### config.mk
export PLATFORM = sky130hd
export DESIGN_NAME = cfg_loader_par
export DESIGN_NICKNAME = d
export VERILOG_FILES = /design/src/rtl/cfg_loader_par.sv
export SDC_FILE = /design/constraint.sdc
export NUM_CORES = 1
export LEC_CHECK = 0
export BUFFER_PORTS_ARGS = -buffer_cell sky130_fd_sc_hd__buf_2
export CORE_MARGIN = 8
export CORE_UTILIZATION = 36
export CTS_BUF_LIST = sky130_fd_sc_hd__clkbuf_2 sky130_fd_sc_hd__clkbuf_4 sky130_fd_sc_hd__clkbuf_8
export DETAILED_ROUTE_END_ITERATION = 6
export PLACE_DENSITY = 0.62
export SYNTH_ARGS = -nofsm -noshare
export SYNTH_HDL_FRONTEND = slang
export SYNTH_SLANG_ARGS = --single-unit
### constraint.sdc
create_clock -name clk -period 2.3 [get_ports clk]
set_clock_uncertainty 0.1 [all_clocks]
set_input_delay 0.23 -clock clk [delete_from_list [all_inputs] [get_ports clk]]
set_output_delay 0.23 -clock clk [all_outputs]
set_load 0.1 [all_outputs]
### src/rtl/cfg_loader_par.sv
module cfg_loader_par #(
  parameter int PROG_CYCLES    = 40,
  parameter int HALF_DIV       = 4,
  parameter int TIMEOUT_CYCLES = 2_000_000,
  parameter int LEN_W          = 16
) (
  input  logic             clk,
  input  logic             rst_n,
  input  logic             start_load,
  input  logic             start_rdbk,
  input  logic             busy_chk_en,
  input  logic [LEN_W-1:0] rd_len,
  input  logic [7:0]       s_data,
  input  logic             s_valid,
  input  logic             s_last,
  output logic             s_ready,
  output logic [7:0]       m_data,
  output logic             m_valid,
  output logic             prog_n,
  output logic             cs_n,
  output logic             wr_n,
  output logic             cclk,
  output logic [7:0]       cfg_d_o,
  output logic             cfg_d_oe,
  input  logic [7:0]       cfg_d_i,
  input  logic             init_n,
  input  logic             dev_busy,
  input  logic             done_in,
  output logic             op_busy,
  output logic             stat_ok,
  output logic             stat_timeout,
  output logic             abort_pulse
);
  localparam int CW = $clog2(PROG_CYCLES + HALF_DIV + 1);
  localparam int TW = $clog2(TIMEOUT_CYCLES + 1);
  localparam logic [CW-1:0] PROG_LAST = CW'(PROG_CYCLES - 1);
  localparam logic [CW-1:0] HALF_LAST = CW'(HALF_DIV - 1);
  localparam logic [TW-1:0] TO_LIMIT  = TW'(TIMEOUT_CYCLES);

  typedef enum logic [3:0] {
    S_IDLE, S_PROG, S_WRDY, S_FETCH, S_LDCHK, S_RELCS, S_RELWR,
    S_DONE, S_FAIL, S_RBCHK, S_RBSAMP, S_RBEND, S_RBFIN, S_CLO, S_CHI
  } st_t;

  st_t              st, ret;
  logic [CW-1:0]    cnt;
  logic [TW-1:0]    tmr;
  logic [LEN_W-1:0] rem;
  logic             last_q, fail_q;

  assign s_ready = (st == S_FETCH);
  assign op_busy = (st != S_IDLE);

  wire to_hit  = (tmr == TO_LIMIT);
  wire tmr_clr = (st == S_PROG) || (st == S_FETCH && s_valid) || (st == S_RELWR);
  wire dev_rdy = init_n && !dev_busy;

  always_ff @(posedge clk or negedge rst_n) begin
    if (!rst_n)        tmr <= '0;
    else if (tmr_clr)  tmr <= '0;
    else if (!to_hit)  tmr <= tmr + 1'b1;
  end

  always_ff @(posedge clk or negedge rst_n) begin
    if (!rst_n) begin
      st <= S_IDLE; ret <= S_IDLE; cnt <= '0; rem <= '0;
      last_q <= 1'b0; fail_q <= 1'b0;
      prog_n <= 1'b1; cs_n <= 1'b1; wr_n <= 1'b1; cclk <= 1'b1;
      cfg_d_o <= '0; cfg_d_oe <= 1'b0;
      m_data <= '0; m_valid <= 1'b0;
      stat_ok <= 1'b0; stat_timeout <= 1'b0; abort_pulse <= 1'b0;
    end else begin
      m_valid     <= 1'b0;
      abort_pulse <= 1'b0;
      unique case (st)
        S_IDLE: begin
          cnt <= '0;
          if (start_load) begin
            stat_ok <= 1'b0; stat_timeout <= 1'b0; fail_q <= 1'b0;
            prog_n <= 1'b0;
            st <= S_PROG;
          end else if (start_rdbk) begin
            stat_ok <= 1'b0; stat_timeout <= 1'b0;
            cs_n <= 1'b0;
            rem <= rd_len;
            st <= S_RBCHK;
          end
        end
        S_PROG: begin
          if (cnt == PROG_LAST) begin
            prog_n <= 1'b1; cnt <= '0; st <= S_WRDY;
          end else cnt <= cnt + 1'b1;
        end
        S_WRDY: begin
          if (dev_rdy) begin
            wr_n <= 1'b0; cs_n <= 1'b0; cclk <= 1'b1; cfg_d_oe <= 1'b1;
            st <= S_FETCH;
          end else if (to_hit) st <= S_FAIL;
        end
        S_FETCH: begin
          if (s_valid) begin
            cfg_d_o <= s_data; last_q <= s_last;
            ret <= S_LDCHK; st <= S_CLO;
          end
        end
        S_LDCHK: begin
          if (busy_chk_en && dev_busy) begin
            if (to_hit) begin
              fail_q <= 1'b1; st <= S_RELCS;
            end else begin
              ret <= S_LDCHK; st <= S_CLO;
            end
          end else if (last_q) st <= S_RELCS;
          else st <= S_FETCH;
        end
        S_RELCS: begin
          cs_n <= 1'b1; cfg_d_oe <= 1'b0; st <= S_RELWR;
        end
        S_RELWR: begin
          wr_n <= 1'b1;
          st <= fail_q ? S_FAIL : S_DONE;
        end
        S_DONE: begin
          if (done_in) begin
            stat_ok <= 1'b1; st <= S_IDLE;
          end else if (to_hit) st <= S_FAIL;
          else begin
            ret <= S_DONE; st <= S_CLO;
          end
        end
        S_FAIL: begin
          abort_pulse <= 1'b1; stat_timeout <= 1'b1;
          cs_n <= 1'b1; wr_n <= 1'b1; cfg_d_oe <= 1'b0;
          st <= S_IDLE;
        end
        S_RBCHK: begin
          if (rem == '0) st <= S_RBEND;
          else begin
            ret <= S_RBSAMP; st <= S_CLO;
          end
        end
        S_RBSAMP: begin
          m_data <= cfg_d_i; m_valid <= 1'b1;
          rem <= rem - 1'b1;
          st <= S_RBCHK;
        end
        S_RBEND: begin
          cs_n <= 1'b1; ret <= S_RBFIN; st <= S_CLO;
        end
        S_RBFIN: begin
          stat_ok <= 1'b1; st <= S_IDLE;
        end
        S_CLO: begin
          if (cnt == HALF_LAST) begin
            cclk <= 1'b0; cnt <= '0; st <= S_CHI;
          end else cnt <= cnt + 1'b1;
        end
        S_CHI: begin
          if (cnt == HALF_LAST) begin
            cclk <= 1'b1; cnt <= '0; st <= ret;
          end else cnt <= cnt + 1'b1;
        end
        default: st <= S_IDLE;
      endcase
    end
  end
endmodule

**Word-level counts from Yosys, hierarchy flattened**

Cells that the tools add are included.

- $add $sub $neg: 3
- Equality and inequality tests: 35
- Mux-type cells: 53
- Reductions and logical operators: 36

Operators with widths:

| cell | count |
|---|---|
| two-way mux 4 bit | 18 |
| one-hot mux 4 bit (13 select lines) | 1 |
| two-way mux 21 bit | 2 |
| two-way mux 16 bit | 2 |
| one-hot mux 16 bit (2 select lines) | 1 |
| equality test 4 bit (second input constant) | 7 |
| != test 2 bit (second input constant) | 14 |
| adder 21 x 1 -> 21 bit (second input constant) | 1 |
| equality test 21 bit (second input constant) | 1 |
| one-hot mux 4 bit (5 select lines) | 1 |
| one-hot mux 6 bit (3 select lines) | 1 |
| equality test 4 x 3 -> 1 bit (second input constant) | 4 |
| zero test 16 bit | 1 |
| subtractor 16 x 1 -> 16 bit (second input constant) | 1 |
| two-way mux 1 bit | 14 |
| two-way mux 6 bit | 2 |
| AND reduction 4 bit | 3 |
| nonzero test 2 bit | 6 |
| nonzero test 3 bit | 4 |
| one-hot mux 1 bit (2 select lines) | 5 |
| two-way mux 3 bit | 3 |
| one-hot mux 1 bit (3 select lines) | 3 |
| AND reduction 3 bit | 3 |
| equality test 4 x 2 -> 1 bit (second input constant) | 2 |
| 17 further kinds | 27 |

- Register bits: 78
- Word-level logic and storage cells: 145

**Logic depth before layout (Yosys ltp)**

Gate-level depths: netlist of run 1.

- Depth after elaboration: 5
- Depth in mapped cells: 9
- Depth with buffers taken out: 7

**Worst setup path after synthesis of run 1**

No wires, ideal clock.

- Kind: register -> register
- Start point: register st[2]
- End point: register cfg_d_o[0]
- Setup time: 0.126 ns
- Arrival time: 3.034 ns
- Required time: 2.074 ns
- Path slack: -0.960 ns
- Stages on the path, launching flop included: 6
- Cells stage by stage: dfrtp_1 buf_2 or2_2 nor2_1 nand2_1 mux2_2

- Longest elaborated chain between the ends: 2

Ends and longest elaborated chain:

| item | RTL line | text |
|---|---|---|
| start, declared | 45 | `st_t st, ret;` |
| start signal, assigned | 121 | `st <= fail_q ? S_FAIL : S_DONE;` |
| equality test 4 x 2 -> 1 bit | n/a |  |
| named net s_ready | 16 | `output logic s_ready,` |
| AND reduction 2 bit (no source line) | n/a |  |
| end signal, assigned | 102 | `cfg_d_o <= s_data; last_q <= s_last;` |
| end, declared | 23 | `output logic [7:0] cfg_d_o,` |

The timed path passes the listed nets, and every way through them passes these cells.
A chain may end at the register's enable or synchronous reset.

**Worst setup path after layout of run 1**

- Start point: register tmr[0]
- End point: register st[0]

- Longest elaborated chain between the ends: 4

Ends and longest elaborated chain:

| item | RTL line | text |
|---|---|---|
| start, declared | 47 | `logic [TW-1:0] tmr;` |
| start signal, assigned | 61 | `else if (!to_hit) tmr <= tmr + 1'b1;` |
| equality test 21 bit * | 54 | `wire to_hit = (tmr == TO_LIMIT);` |
| two-way mux 3 bit | 126 | `end else if (to_hit) st <= S_FAIL;` |
| two-way mux 4 bit | 124 | `if (done_in) begin` |
| one-hot mux 4 bit (13 select lines) | 75 | `unique case (st)` |

Mark *: on every way between the ends. The rest lies on a longest branch, timed or not.

==> metrics.yaml, run 1 <==
tightestPinTransition_ps: 524.1
r2r_slack_ps: -20
yosysWarnings: 0
cts_sinks: 78
worstHoldStart: "s_data[7]"
remaining_drc_errors: 0
startpoint_type: "flop"
fp-row-count: 40
ant_nets: 0
cp-end-kind: "flop"
n_fill_cell: 1118
p_leak_uw: 0.002527
clockPowerShare: 0.174
fp.dieH_um: 125.7
placed_area_um2: 5144
power.total_uw: 7876
io_pins: 69
cts_tree: "yes"
violations: "setup timing"
clock.fmax_mhz: 430.7
rsz0062_at_grt: "true"
place.gp.congestion: 0.8998
track_usage: 0.1514
yosysMostFrequentCell: "dfrtp_1"
portBuffers: 68
ff2ff_path_depth: 7
numCtsBuffers: 9
async_flop_share: 1.000
grt_pass1_wl_mm: 19.75
slew_headroom: 0.6506
seqPwrFrac: 0.278
cp-startpoint: "tmr[0]"
insertion_delay_ps: 360
vias: 4027
yosys-top-cells-count: "74 x dfrtp_1, 60 x nand2_1, 53 x nor2_1"
wl_mm: 11.91
final_max_slew_viol_count: 0
worst_hold_path_type: "in -> reg"
gr-total-overflow: 0
ys_seq_area_frac: 0.4514
syn_area_um2: 4335
synth_cells: 485
synth_area_leader_cell: "dfrtp_1"
die_area_um2: 15810
die_x_um: 125.7
finalInstanceArea_um2: 5602
period_share: 1.009
drive_gt1_frac: 0.2693
antenna_found_initial: 0
drt_iter0_drc: 314
cp.arrival_ps: 2470
final_net_count: 651
synth_edf_count: 0
regArea_um2: 1957
grt_use_met3: 0.02911
dr.pass1.iters: 4
synth_top_area_frac: 0.4271
setup_violations: 1
cp_max_fo: 4
p_comb_frac: 0.548
crit_end: "st[0]"
path_class: "reg -> reg"
netlist-cell-type-count: 63
cts_buffer_depth: 2
r2r-start: "tmr[0]"
finalWorstSetupSlack_ps: -21.60
synth-main-ff-cell: "dfrtp_1"
cts_root_buf: "clkbuf_8"
cts.htree.levels: 3
p_int_uw: 3986
drt-wirelength-per-cell_um: 15.75
num_antenna_cells: 0
synth_seq_cells: 78
drv_cap: 0
netSwitchingPower_uw: 3889
top_usage_layer: "met2"
via_per_inst: 5.327
p_per_area_nw_per_um2: 1406
start_util: 0.3655
switching_share: 0.4938
multi_input_area_um2: 2256
syn_to_final_growth_pct: 29.21
synth_area_per_cell_um2: 8.939
ys_top_cells_by_area: "dfrtp_1 43%, nand2_1 5.2%, nor2_1 4.6%, a21oi_1 3.7%, o21ai_0 3.5%"
status: "finished, violations left"
period_minus_slack_ps: 2322
grt_max_degree: 37
peakVddDrop_uv: 687.9
use_met1: 0.1859
synth_nets: 532
grt_util_met2: 0.2524
clk_pin_slew_worst_paths_ps: 90
grt_pass1_vias: 3989
core_region_area_um2: 11860
hold_viol: 0
rr_endpoint: "st[0]"
worst_ep_required_time_ps: 2450
dp.final_hpwl_mm: 8.721
==> cell type report <==
cell class / count / area share
Inverter: 17 / 0.01139
Clock inverter: 6 / 0.02390
Sequential cell: 78 / 0.3493
Timing Repair Buffer: 130 / 0.1564
Tap cell: 147 / 0.03283
Multi-Input combinational cell: 368 / 0.4027
Clock buffer: 10 / 0.02345
==> power by group through the flow <==
stage	combinational [uW]	clock, uW	sequential, uW
finish	4320	1370	2190
global route	4600	1460	2240
CTS	4280	1410	2180
detailed placement	4230	0	2210
global placement	4190	0	2190
floorplan	1830	0	3500
==> worst min path at each step <==
stage | endpoint | slack (ps) | cells after the start
after floorplan | abort_pulse | -170 | 0
after global placement | rem[3] | 110 | 1
after detailed placement | rem[2] | 120 | 1
after CTS | cfg_d_o[5] | 4 | 2
after global routing | cfg_d_o[7] | 8 | 2
final | cfg_d_o[7] | 20 | 2
==> repair_timing <==
action | in CTS | in global routing
setup buffers | 1 | 3
cloned | 0 | 0
endpoints found under the setup margin | 10 | 12
resized for setup | 2 | 7
hold buffers | 13 | 0
pin swaps | 1 | 6
hold endpoints to repair | 46 | 0
==> flip-flops by register name (all words and copies together), names as in the netlist <==
name / flops
abort_pulse: 1
cclk: 1
cfg_d_o: 8
cfg_d_oe: 1
cnt: 6
cs_n: 1
fail_q: 1
last_q: 1
m_data: 8
m_valid: 1
prog_n: 1
rem: 16
ret: 4
st: 4
stat_ok: 1
stat_timeout: 1
tmr: 21
wr_n: 1
==> worst max-delay path, cell delays in order (launching register included) <==
cell and delay [ps]:
dfrtp_1 390, inv_2 70, ha_1 130, or4b_4 450
or4_4 510, o21ai_2 210, o21ai_1 100, mux2_4 270
==> cell usage in the layout (no fill, tap or decap), types with 8 or more instances in the layout <==
| cell | n |
|---|---|
| a21oi_1 | 32 |
| nand3_1 | 16 |
| nor2_1 | 52 |
| inv_1 | 16 |
| xnor2_1 | 11 |
| o2bb2ai_1 | 8 |
| clkbuf_8 | 9 |
| dlygate4sd3_1 | 13 |
| mux2_2 | 9 |
| dfrtp_1 | 74 |
| nand2b_1 | 10 |
| o21ai_0 | 29 |
| nand2_1 | 60 |
| buf_4 | 47 |
| nor3_1 | 17 |
| buf_2 | 66 |
==> routing by layer <==
metal  vias to the layer above  share of wire
li1                       1975              -
met1                      1937           0.44
met2                        84           0.49
met3                        31          0.036
met4                         0          0.029
met5                         -              0
==> cell families (layout without fill, tap and decap cells) <==
kind of cell	count (synthesis)	after routing	synth area share
xor+xnor	18	18	0.03636
compound gates	129	129	0.1960
mux	13	13	0.03377
fa+ha+maj	5	5	0.01443
simple gates	203	203	0.2323
flops	78	78	0.4514
buf+inv	39	163	0.03579
==> stage by stage <==
stage          hold slack, ps  cells  setup slack [ps]  setup TNS (ps)  utilization
6_report                16.71    756            -21.60          -21.60       0.4723
4_1_cts                 4.494    753            -21.05          -21.05       0.4685
3_5_place_dp            124.0    723            -116.6          -353.5       0.4337
2_1_floorplan          -165.6    485           0.06817               0            -
3_3_place_gp            111.7    723            -57.63          -69.73       0.4337
5_1_grt                 7.826    756            -89.94          -355.3       0.4723
Note: power is estimated with default switching activity, not from simulation.
==> inputs of run 2 (changes only) <==
- CORE_UTILIZATION: 36 -> 30
- PLACE_DENSITY: 0.62 -> 0.54
==> run 2 against run 1 <==
The flow still finishes with violations (setup timing). Clock power shrank 7%. Cell area grew 0.58%. Core utilization shrank 7.9 points. Worst hold slack gained 21 ps. Wire length grew 0.63%. Fmax grew 0.50%. Non-clock buffer count shrank 5. Critical path type unchanged.
==> metrics.yaml, run 2 (synthesis results as in run 1) <==
multi_input_area_um2: 2268  # +0.55%
final_net_count: 646  # -0.77%
cts_sinks: 78  # unchanged
numCtsBuffers: 9  # unchanged
cts_setup_buffers: 0  # -1
fp.dieH_um: 136.2  # +8.3%
dp_slack_ps: -110.1  # +6.471 ps
clk_pin_slew_worst_paths_ps: 90  # about the same
cts_root_buf: "clkbuf_8"
r2r-start: "tmr[0]"
status: "finished, violations left"
core_region_area_um2: 14310  # +21%
cp-end-kind: "flop"
top_regs: "tmr: 21 flops, rem: 16 flops"
drt_iter0_drc: 259  # -18%
worst_ep_required_time_ps: 2440  # about the same
syn_to_final_growth_pct: 29.96
num_antenna_cells: 0  # unchanged
finalWorstSetupSlack_ps: -10.10  # +11.50 ps
via_per_inst: 5.056  # -5.1%
io_pins: 69  # unchanged
clock.fmax_mhz: 432.9  # +0.50%
cts_tree: "yes"
hold_viol: 0  # unchanged
cts_buffer_depth: 2  # unchanged
final_cell_mix: "73 x dfrtp_1, 65 x buf_2, 60 x nand2_1"
largest_reg_flops: 21  # unchanged
tightestPinTransition_ps: 534.9  # +10.77 ps
period_minus_slack_ps: 2310  # -11.50 ps
placed_area_um2: 5157  # +0.27%
period_share: 1.004  # -0.005000
insertion_delay_ps: 380  # +20 ps
violations: "setup timing"
cp_slowest_cell: "or4_4"
grt_pass1_wl_mm: 19.67  # -0.45%
fp-row-count: 44  # +10%
path_cells: "inv_2, ha_1, or4b_1, or4_4, nor2_8, buf_6, mux2i_1, nor2_1"
place.gp.congestion: 0.9111  # +1.3%
peakVddDrop_uv: 710.2  # +3.2%
slew_headroom: 0.6401  # -0.01047
worstHoldStart: "rd_len[7]"
n_fill_cell: 1469  # +31%
worst_hold_path_type: "in -> reg"
dp.final_hpwl_mm: 8.808  # +1.0%
drt-wirelength-per-cell_um: 15.20  # -3.5%
regArea_um2: 1958  # about the same
drive_gt1_frac: 0.2583  # -0.01102
portBuffers: 68  # unchanged
crit_family: "simple AND/OR/NAND/NOR gates"
rsz0062_at_grt: "true"
die_area_um2: 18550  # +17%
setup_violations: 1  # unchanged
critPathBufInv: 2  # +1
dr.pass1.iters: 4  # unchanged
finalInstanceArea_um2: 5634  # +0.58%
cts.htree.levels: 3  # unchanged
grt_max_degree: 45  # +22%
cp_max_fo: 4  # unchanged
remaining_drc_errors: 0  # unchanged
p_leak_uw: 0.002496  # -1.2%
start_util: 0.3029  # -0.06262
path_class: "reg -> reg"
power.total_uw: 7778  # -1.2%
die_x_um: 136.2  # +8.3%
vias: 3984  # -1.1%
gr-total-overflow: 0  # unchanged
ant_nets: 0  # unchanged
cp-startpoint: "tmr[0]"
layout_commonest_cell: "dfrtp_1"
grt_pass1_vias: 4012  # +0.58%
p_per_area_nw_per_um2: 1381  # -1.8%
startpoint_type: "flop"
final_max_slew_viol_count: 0  # unchanged
cp.arrival_ps: 2450  # -20 ps
slowest_delay_ps: 500  # about the same
largest_register: "tmr"
antenna_found_initial: 0  # unchanged
drv_cap: 0  # unchanged
wl_mm: 11.98  # +0.63%
track_usage: 0.1330  # -0.01839
[run 2: changes by cell type in the layout (fill, tap and decap cells not counted), sizes merged]
cell,before,now
buf,117,107
bufinv,4,3
clkbuf,10,9
clkinv,2,1
clkinvlp,0,1
dlygate4sd3,13,18
inv,17,19
[run 2: power by group]
part / switching (uW) / internal (uW) / total (uW)
Sequential: 388 / 1840 / 2230
Combinational: 2980 / 1290 / 4270
Clock: 557 / 726 / 1280
Total: 3930 / 3850 / 7780
[run 2: layout make-up]
type | instances | share of cell area
sequential | 78 | 0.3475
multi-input combinational | 368 | 0.4026
clock buffer | 9 | 0.02199
timing repair buffer | 125 | 0.1543
clock inverter | 7 | 0.02132
inverter | 17 | 0.01133
tap | 184 | 0.04086
[run 2: path summary, 6_finish.rpt]
check                                 end  cells after the start  slack (ps)
worst max-delay path               tmr[1]                      8         -10
worst min-delay path               rem[7]                      3          40
worst max register to register     tmr[1]                      8         -10
worst min register to register  m_data[5]                      2         390
max in group asynchronous            wr_n                      3        1180
min in group asynchronous           st[3]                      2         250
[run 2: worst min-delay path, stage by stage]
cell,delay [ps]
buf_2,70
a21oi_1,50
o2bb2ai_1,120
[run 2: per-stage QoR]
step	hold slack (ps)	TNS (ps)	util	instances
5_1_grt	37.20	-567.4	0.3936	788
2_1_floorplan	-165.6	0	-	485
6_report	37.67	-10.10	0.3936	788
3_5_place_dp	123.5	-431.5	0.3603	754
4_1_cts	12.36	-3.650	0.3917	788
3_3_place_gp	118.3	-91.96	0.3603	754
[run 2: routing by layer]
| layer | wire length, um | up-vias | GRT usage |
|---|---|---|---|
| met2 | 6112 | 47 | 0.2226 |
| met4 | 276 | 0 | 0.06345 |
| met3 | 348 | 18 | 0.02476 |
| met5 | 0 | - | 0 |
| li1 | - | 1981 | - |
| met1 | 5242 | 1938 | 0.1617 |
[run 2: repair_timing]
action,4_1_cts,5_1_grt
hold buffers,18,0
endpoints found under the hold margin,49,0
endpoints found under the setup margin,10,14
pin swaps,4,1
resized for setup,6,7
==> inputs of run 3 (changes only) <==
- CORE_UTILIZATION: 30 -> 53
- PLACE_DENSITY: 0.54 -> 0.83
==> run 3 against run 2 <==
The flow still finishes with violations (setup timing). Wire length down 4.8%. Global-route usage is 7.4 points higher. Total power is 2.5% lower. Critical endpoint is now st[0].
==> metrics.yaml, run 3 (synthesis results as in run 1) <==
drv_cap: 0  # unchanged
crit_family: "simple AND/OR/NAND/NOR gates"
finalWorstSetupSlack_ps: -19.63  # -9.528 ps
dp_slack_ps: -109.1  # +1.097 ps
critPathBufInv: 1  # -1
setup_violations: 1  # unchanged
largest_register: "tmr"
syn_to_final_growth_pct: 25.40
final_net_count: 644  # -0.31%
finalInstanceArea_um2: 5436  # -3.5%
path_cells: "inv_2, ha_1, or4b_1, or4_4, o21ai_2, o21ai_1, mux2_4"
cts_root_buf: "clkbuf_8"
peakVddDrop_uv: 736.4  # +3.7%
clock.fmax_mhz: 431.1  # -0.41%
via_per_inst: 5.731  # +13%
numCtsBuffers: 9  # unchanged
worst_ep_required_time_ps: 2450  # about the same
io_pins: 69  # unchanged
antenna_found_initial: 0  # unchanged
ant_nets: 0  # unchanged
grt_pass1_wl_mm: 19.39  # -1.4%
p_comb_frac: 0.567  # +0.018
num_antenna_cells: 0  # unchanged
period_minus_slack_ps: 2320  # +9.528 ps
p_int_uw: 3674  # -4.6%
placed_area_um2: 5061  # -1.9%
grt_pass1_vias: 4020  # +0.20%
rsz0062_at_grt: "true"
die_area_um2: 11330  # -39%
gr-total-overflow: 0  # unchanged
n_fill_cell: 658  # -55%
switching_share: 0.5158  # +0.01099
dp.final_hpwl_mm: 8.277  # -6.0%
start_util: 0.5357  # +0.2328
status: "finished, violations left"
cp-end-kind: "flop"
cp_slowest_cell: "or4_4"
fp.dieH_um: 106.4  # -22%
insertion_delay_ps: 360  # -20 ps
cts_sinks: 78  # unchanged
place.gp.congestion: 0.8845  # -2.9%
final_max_slew_viol_count: 0  # unchanged
hold_viol: 0  # unchanged
period_share: 1.009  # +0.004143
portBuffers: 68  # unchanged
tightestPinTransition_ps: 583.1  # +48.21 ps
wl_mm: 11.41  # -4.8%
path_class: "reg -> reg"
placed_cells: 677  # -10%
largest_reg_flops: 21  # unchanged
finalSetupTns_ps: -19.63  # -9.528 ps
r2r_slack_ps: -20  # about the same
seqPwrFrac: 0.290  # +0.004
worst_hold_path_type: "in -> reg"
cp_max_fo: 4  # unchanged
p_per_area_nw_per_um2: 1396  # +1.1%
startpoint_type: "flop"
fp-row-count: 33  # -25%
clk_pin_slew_worst_paths_ps: 90  # about the same
clockPowerShare: 0.144  # -0.021
finalNonFillerCells: 707  # -10%
cts_buffer_depth: 2  # unchanged
drive_gt1_frac: 0.2658  # +0.007503
layout_commonest_cell: "dfrtp_1"
remaining_drc_errors: 0  # unchanged
die_x_um: 106.4  # -22%
vias: 4052  # +1.7%
cp.arrival_ps: 2470  # +20 ps
slew_headroom: 0.6113  # -0.02885
top_regs: "tmr: 21 flops, rem: 16 flops"
cts.htree.levels: 3  # unchanged
violations: "setup timing"
cts_tree: "yes"
p_leak_uw: 0.002466  # -1.2%
drt-wirelength-per-cell_um: 16.13  # +6.1%
grt_max_degree: 46  # +2.2%
dr.pass1.iters: 5  # +1
core_region_area_um2: 8093  # -43%
slowest_delay_ps: 500  # about the same
final_cell_mix: "74 x dfrtp_1, 66 x buf_2, 60 x nand2_1"
netSwitchingPower_uw: 3914  # -0.33%
drt_iter0_drc: 213  # -18%
track_usage: 0.2071  # +0.07409
-- run 3: cell types whose count changed in the layout (fill, tap and decap cells not counted), moves of 2 or more --
cell           delta
dlygate4sd3_1     -8
buf_6             -2
buf_4             +8
bufinv_16         -2
-- run 3: cell type report --
| class | instances | area (um2) | share of cell area |
|---|---|---|---|
| multi-input combinational | 368 | 2267 | 0.4170 |
| inverter | 17 | 63.81 | 0.01174 |
| clock inverter | 6 | 67.56 | 0.01243 |
| sequential | 78 | 1957 | 0.3600 |
| clock buffer | 10 | 137.6 | 0.02532 |
| timing repair buffer | 123 | 812.0 | 0.1494 |
| tap | 105 | 131.4 | 0.02417 |
-- run 3: routing by layer --
layer  GRT usage  vias to the layer above  wire, um
met3     0.03569                       32       636
met5           0                        -         0
met2      0.3454                      110      5735
met1      0.2636                     1946      4783
met4     0.07638                        0       252
li1            -                     1964         -
-- run 3: metrics by stage --
step	hold WS, ps	utilization	total power, uW
after global placement	172.1	0.6254	6274
after detailed placement	178.5	0.6254	6400
after floorplan	-165.6	-	5333
after CTS	0.7400	0.6659	7513
final	11.32	0.6718	7587
after global routing	1.624	0.6718	8028
-- run 3: power by group through the flow --
stage	Combinational [uW]	Clock [uW]	Sequential, uW
after detailed placement	4190	0	2210
final	4300	1090	2200
after global placement	4100	0	2180
after floorplan	1830	0	3500
after CTS	4230	1090	2180
after global routing	4610	1160	2260
-- run 3: timing repair --
| action | in CTS | in global routing |
|---|---|---|
| pin swaps | 6 | 1 |
| hold buffers | 10 | 0 |
| buffers inserted | 1 | 3 |
| hold endpoints to repair | 49 | 0 |
| gates resized for setup | 4 | 4 |
| setup endpoints to repair | 9 | 17 |
-- run 3: path summary, 6_finish.rpt --
kind / from / cells after the start / endpoint
setup reg to reg: tmr[0] / 7 / st[0]
hold reg to reg: m_data[3] / 2 / m_data[3]
hold / removal: s_data[0] / 2 / cfg_d_o[0]
min in group asynchronous: rst_n / 2 / st[0]
max in group asynchronous: rst_n / 3 / ret[1]
setup / recovery: tmr[0] / 7 / st[0]
